$ cat src/rtl/shift_rot_unit.sv
module shift_rot_unit #(
  parameter int W = 32
) (
  input  logic         clk,
  input  logic         rst_n,
  input  logic         op_en,
  input  logic [15:0]  op_word,
  input  logic [W-1:0] rd_in,
  input  logic [W-1:0] rs_in,
  output logic [W-1:0] rd_out,
  output logic         t_flag,
  output logic         bad_op
);
  localparam int AW = $clog2(W);

  typedef enum logic [4:0] {
    K_NONE, K_ROTCL, K_ROTCR, K_ROTL, K_ROTR, K_SHLL, K_SHAR, K_SHLR,
    K_SL2, K_SR2, K_SL8, K_SR8, K_SL16, K_SR16, K_DYNA, K_DYNL
  } kind_t;

  kind_t kind;
  logic t_q;
  logic single;

  always_comb begin
    kind = K_NONE;
    if (op_word[15:12] == 4'b0100) begin
      if (op_word[3:0] == 4'hC)      kind = K_DYNA;
      else if (op_word[3:0] == 4'hD) kind = K_DYNL;
      else begin
        case (op_word[7:0])
          8'h24: kind = K_ROTCL;
          8'h25: kind = K_ROTCR;
          8'h04: kind = K_ROTL;
          8'h05: kind = K_ROTR;
          8'h00, 8'h20: kind = K_SHLL;
          8'h21: kind = K_SHAR;
          8'h01: kind = K_SHLR;
          8'h08: kind = K_SL2;
          8'h09: kind = K_SR2;
          8'h18: kind = K_SL8;
          8'h19: kind = K_SR8;
          8'h28: kind = K_SL16;
          8'h29: kind = K_SR16;
          default: kind = K_NONE;
        endcase
      end
    end
  end

  logic          neg_ctl;
  logic [W-1:0]  neg_rs;
  logic [AW-1:0] left_amt, right_amt;
  logic          full_w;
  logic [W-1:0]  dyn_a, dyn_l;

  assign neg_ctl   = rs_in[W-1];
  assign neg_rs    = -rs_in;
  assign left_amt  = rs_in[AW-1:0];
  assign right_amt = neg_rs[AW-1:0];
  assign full_w    = (rs_in[AW-1:0] == '0);

  always_comb begin
    if (!neg_ctl) begin
      dyn_a = rd_in << left_amt;
      dyn_l = rd_in << left_amt;
    end else if (full_w) begin
      dyn_a = {W{rd_in[W-1]}};
      dyn_l = '0;
    end else begin
      dyn_a = $signed(rd_in) >>> right_amt;
      dyn_l = rd_in >> right_amt;
    end
  end

  logic [W-1:0] res;
  logic         t_nxt;

  always_comb begin
    res    = rd_in;
    t_nxt  = t_q;
    single = 1'b0;
    case (kind)
      K_ROTCL: begin res = {rd_in[W-2:0], t_q};       t_nxt = rd_in[W-1]; single = 1'b1; end
      K_ROTCR: begin res = {t_q, rd_in[W-1:1]};       t_nxt = rd_in[0];   single = 1'b1; end
      K_ROTL:  begin res = {rd_in[W-2:0], rd_in[W-1]}; t_nxt = rd_in[W-1]; single = 1'b1; end
      K_ROTR:  begin res = {rd_in[0], rd_in[W-1:1]};  t_nxt = rd_in[0];   single = 1'b1; end
      K_SHLL:  begin res = {rd_in[W-2:0], 1'b0};      t_nxt = rd_in[W-1]; single = 1'b1; end
      K_SHAR:  begin res = {rd_in[W-1], rd_in[W-1:1]}; t_nxt = rd_in[0];  single = 1'b1; end
      K_SHLR:  begin res = {1'b0, rd_in[W-1:1]};      t_nxt = rd_in[0];   single = 1'b1; end
      K_SL2:   res = rd_in << 2;
      K_SR2:   res = rd_in >> 2;
      K_SL8:   res = rd_in << 8;
      K_SR8:   res = rd_in >> 8;
      K_SL16:  res = rd_in << 16;
      K_SR16:  res = rd_in >> 16;
      K_DYNA:  res = dyn_a;
      K_DYNL:  res = dyn_l;
      default: res = rd_in;
    endcase
  end

  always_ff @(posedge clk or negedge rst_n) begin
    if (!rst_n)               t_q <= 1'b0;
    else if (op_en && single) t_q <= t_nxt;
  end

  assign rd_out = res;
  assign t_flag = t_q;
  assign bad_op = op_en && (kind == K_NONE);

  // T holds unless a single-bit operation is issued
  a_r9_t_hold: assert property (@(posedge clk) disable iff (!rst_n)
    !(op_en && single) |=> $stable(t_flag));

  // an illegal word passes the destination through and holds T
  a_r8_bad_passthru: assert property (@(posedge clk) disable iff (!rst_n)
    bad_op |-> (rd_out == rd_in));
  a_r8_bad_t_hold: assert property (@(posedge clk) disable iff (!rst_n)
    bad_op |=> $stable(t_flag));

  // rotate left carries the top bit into T and into bit 0
  a_r3_rotl_t: assert property (@(posedge clk) disable iff (!rst_n)
    (op_en && op_word[15:12] == 4'h4 && op_word[7:0] == 8'h04)
      |=> (t_flag == $past(rd_in[W-1])));

  // rotate right through T loads T from bit 0
  a_r2_rotcr_t: assert property (@(posedge clk) disable iff (!rst_n)
    (op_en && op_word[15:12] == 4'h4 && op_word[7:0] == 8'h25)
      |=> (t_flag == $past(rd_in[0])));

  // logical dynamic shift by full width yields zero
  a_r7_full_zero: assert property (@(posedge clk) disable iff (!rst_n)
    (op_en && op_word[15:12] == 4'h4 && op_word[3:0] == 4'hD &&
     rs_in[W-1] && rs_in[AW-1:0] == '0) |-> (rd_out == '0));

  // fixed left shift by 2 clears the low two bits
  a_r5_sl2_low: assert property (@(posedge clk) disable iff (!rst_n)
    (op_en && op_word[15:12] == 4'h4 && op_word[7:0] == 8'h08)
      |-> (rd_out[1:0] == 2'b00));
endmodule

$ cat config.mk
export PLATFORM = sky130hd
export DESIGN_NAME = shift_rot_unit
export DESIGN_NICKNAME = d
export VERILOG_FILES = /design/src/rtl/shift_rot_unit.sv
export SDC_FILE = /design/constraint.sdc
export NUM_CORES = 1
export LEC_CHECK = 0
export ABC_AREA = 0
export CAP_MARGIN = 20
export CORE_MARGIN = 8
export CORE_UTILIZATION = 55
export CTS_CLUSTER_SIZE = 14
export DETAILED_ROUTE_END_ITERATION = 7
export HOLD_SLACK_MARGIN = 0.06
export PLACE_DENSITY_LB_ADDON = 0.15
export SLEW_MARGIN = 5
export SYNTH_ARGS = -nofsm -noshare
export SYNTH_HDL_FRONTEND = slang
export SYNTH_SLANG_ARGS = --single-unit
$ cat constraint.sdc
create_clock -name clk -period 10.6 [get_ports clk]
set_input_delay 2.12 -clock clk [delete_from_list [all_inputs] [get_ports clk]]
set_output_delay 2.12 -clock clk [all_outputs]
set_load 0.005 [all_outputs]
==> impl_metrics.ini <==
[status]
status = finished with violations
failed_checks = design-rule violations

[final_layout]
design_area_sq_um = 7760
nNetsFinal = 1062
drive_gt1_frac = 0.153
largest_reg_flops = 1
areaGrowthSynthToFinish_pct = 9.25
layout_common_cells = 126 x nand2_1, 106 x nor2_1, 83 x clkdlybuf4s50_1
layout_commonest_cell = nand2_1

[power_and_ir_drop]
peakVddDrop_v = 0.0000244
p_seq_frac = 0.014
p_switching_mw = 0.244
p_leak_nw = 2.63
p_comb_frac = 0.986
power_frac_clock = 0
p_int_mw = 0.155
cellPowerDensity_nw_per_um2 = 51.5
power_mw = 0.399
p_sw_frac = 0.612

[clock_network]
clk_pin_slew_worst_paths_ps = 0
post_cts_buffers = 0
clkLatencyLatePin_ps = 0
cts.repair.resized = 0
ctsHoldBuffers = 0

[floorplanning]
placementRows = 41
core_area_sq_um = 12600
die_h_microns = 130
start_util = 0.563
dieArea_sq_um = 16800
ios = 117
fp.dieW_microns = 130

[sta]
min_period_over_period = 0.835
rsz0062_at_grt = no
setup_viol = 0
period_minus_slack_ps = 8850
tightest_slew_ps = 1130
slew-limit-headroom = 0.240
fmax_mhz = 113
hold_viol = 0
tns_ps = 0
finalClockSkew_ps = 0
final_max_slew_viol_count = 0
hold_slack_ps = 611

[run]
cap_violations = 0

[synthesis]
synth-seq-cells = 1
yosysSeqAreaShare = 0.00352
synth_ff_type = dfrtp_1
synth_top_area_share = 0.155
synthArstFlopShare = 1.00
syn_avg_cell_area_sq_um = 7.17
yosys_warnings = 0
synthCells = 990
ys_top_cells_by_area = mux4_2 16%, mux2i_1 6.9%, nand2_1 6.7%, nor2_1 5.6%, a22oi_1 5.2%
synth_edf_count = 0
synth.largest_area_cell = mux4_2
syn-cell-area_sq_um = 7100
syn_nets = 1075
synth_cell_type_count = 102

[critical_path]
crit_required_ps = 8480
cpMaxStageDelayCell = nor4_1
crit_family = simple AND/OR/NAND/NOR gates
crit_chain = buf_2, inv_1, buf_4, ha_2, inv_1, nor3_1, ha_1, nor2_1, nor2_1, nand2_1, nor4_1, a21oi_1, and3_1, a41oi_1, clkdlybuf4s50_1
cp-end-kind = primary output
crit_buf_inv = 5
worstSetupStartpointType = primary input
critPathKind = primary input to primary output
max_stage_delay_ps = 560
arrival_ps = 6730
cp_max_fo = 38

[min_path]
hold_class = register to register

[drt]
drtIter0Drc = 1691
via_per_inst = 8.30
via_count = 9534
wire_per_inst_microns = 31.7
ant_nets = 0
wl_microns = 36400
drt_first_pass_iters = 8
drc = 15

[global_route]
grt_pass1_wl_microns = 53500
grt_pass1_vias = 8514
grt_max_degree = 69
grt_use_total = 0.416
antenna_found_initial = 2
grt_overflow = 0

[placed_design]
port_buffers = 86
placed_area_sq_um = 7690
dp_hpwl_microns = 25100
gp_congestion = 1.10
## area by class of cell
| type | count | area (sq um) |
|---|---|---|
| diodes | 1 | 2.50 |
| multi-input cells | 850 | 6390 |
| well taps | 172 | 215 |
| fillers | 1204 | 4860 |
| repair buffers | 112 | 1080 |
| flip-flops and latches | 1 | 25.0 |
| inverters | 12 | 45.0 |
## Yosys cell counts (10+ instances only)
master      n
a22oi_1    49
mux2i_1    49
a41oi_1    10
nor3_1     13
a21oi_1    64
clkbuf_1   63
buf_2      37
o211ai_1   11
o21ai_1    10
o21ai_0    34
buf_4      19
nor2_1    106
a31oi_1    22
nand2_1   126
mux2_2     28
mux4_2     49
and3_1     23
a211oi_1   10
a221oi_1   24
inv_1      10
nand3_1    21
## power by group through the flow
stage	sequential [mW]	combinational, mW	clock, mW
after floorplan	0.00535	0.242	0
after global placement	0.00555	0.367	0
after detailed placement	0.00559	0.368	0
after CTS	0.00559	0.370	0
after global routing	0.00575	0.404	0
final	0.00563	0.394	0.0000000000732
## worst paths after layout
| check | startpoint | to | slack, ps | depth (start not counted) |
|---|---|---|---|---|
| worst max-delay path | rs_in[0] | rd_out[3] | 1750 | 15 |
| worst min-delay path | t_flag | t_flag | 610 | 2 |
| worst max register to register | t_flag | t_flag | 9890 | 2 |
| worst min register to register | t_flag | t_flag | 610 | 2 |
| max in group asynchronous | rst_n | t_flag | 8230 | 1 |
| min in group asynchronous | rst_n | t_flag | 2270 | 1 |
## per-stage QoR
step,setup slack (ps),cells,utilization
2_1_floorplan,3020,990,-
3_3_place_gp,1930,1143,0.609
3_5_place_dp,1930,1143,0.609
4_1_cts,1930,1143,0.609
5_1_grt,1630,1147,0.614
6_report,1750,1148,0.615
## routing by layer
layer / track usage / vias up / share of wire
met2: 0.596 / 999 / 0.41
met5: 0 / - / 0.00033
met4: 0.278 / 2 / 0.089
met3: 0.143 / 272 / 0.16
li1: - / 3854 / -
met1: 0.516 / 4407 / 0.34
## worst min-delay path: stages, from the launching register on
cell and delay, ps:
dfrtp_1 390, nor2_1 70, a21oi_1 110
## logic make-up after synthesis
family	synth area share
flip-flops	0.00352
adder cells (fa/ha/maj)	0.00352
multiplexers	0.269
XOR/XNOR	0.00864
buffers and inverters	0.0976
AO/OA/AOI/OAI	0.357
AND/OR/NAND/NOR	0.260
(Power assumes the default switching activity.)
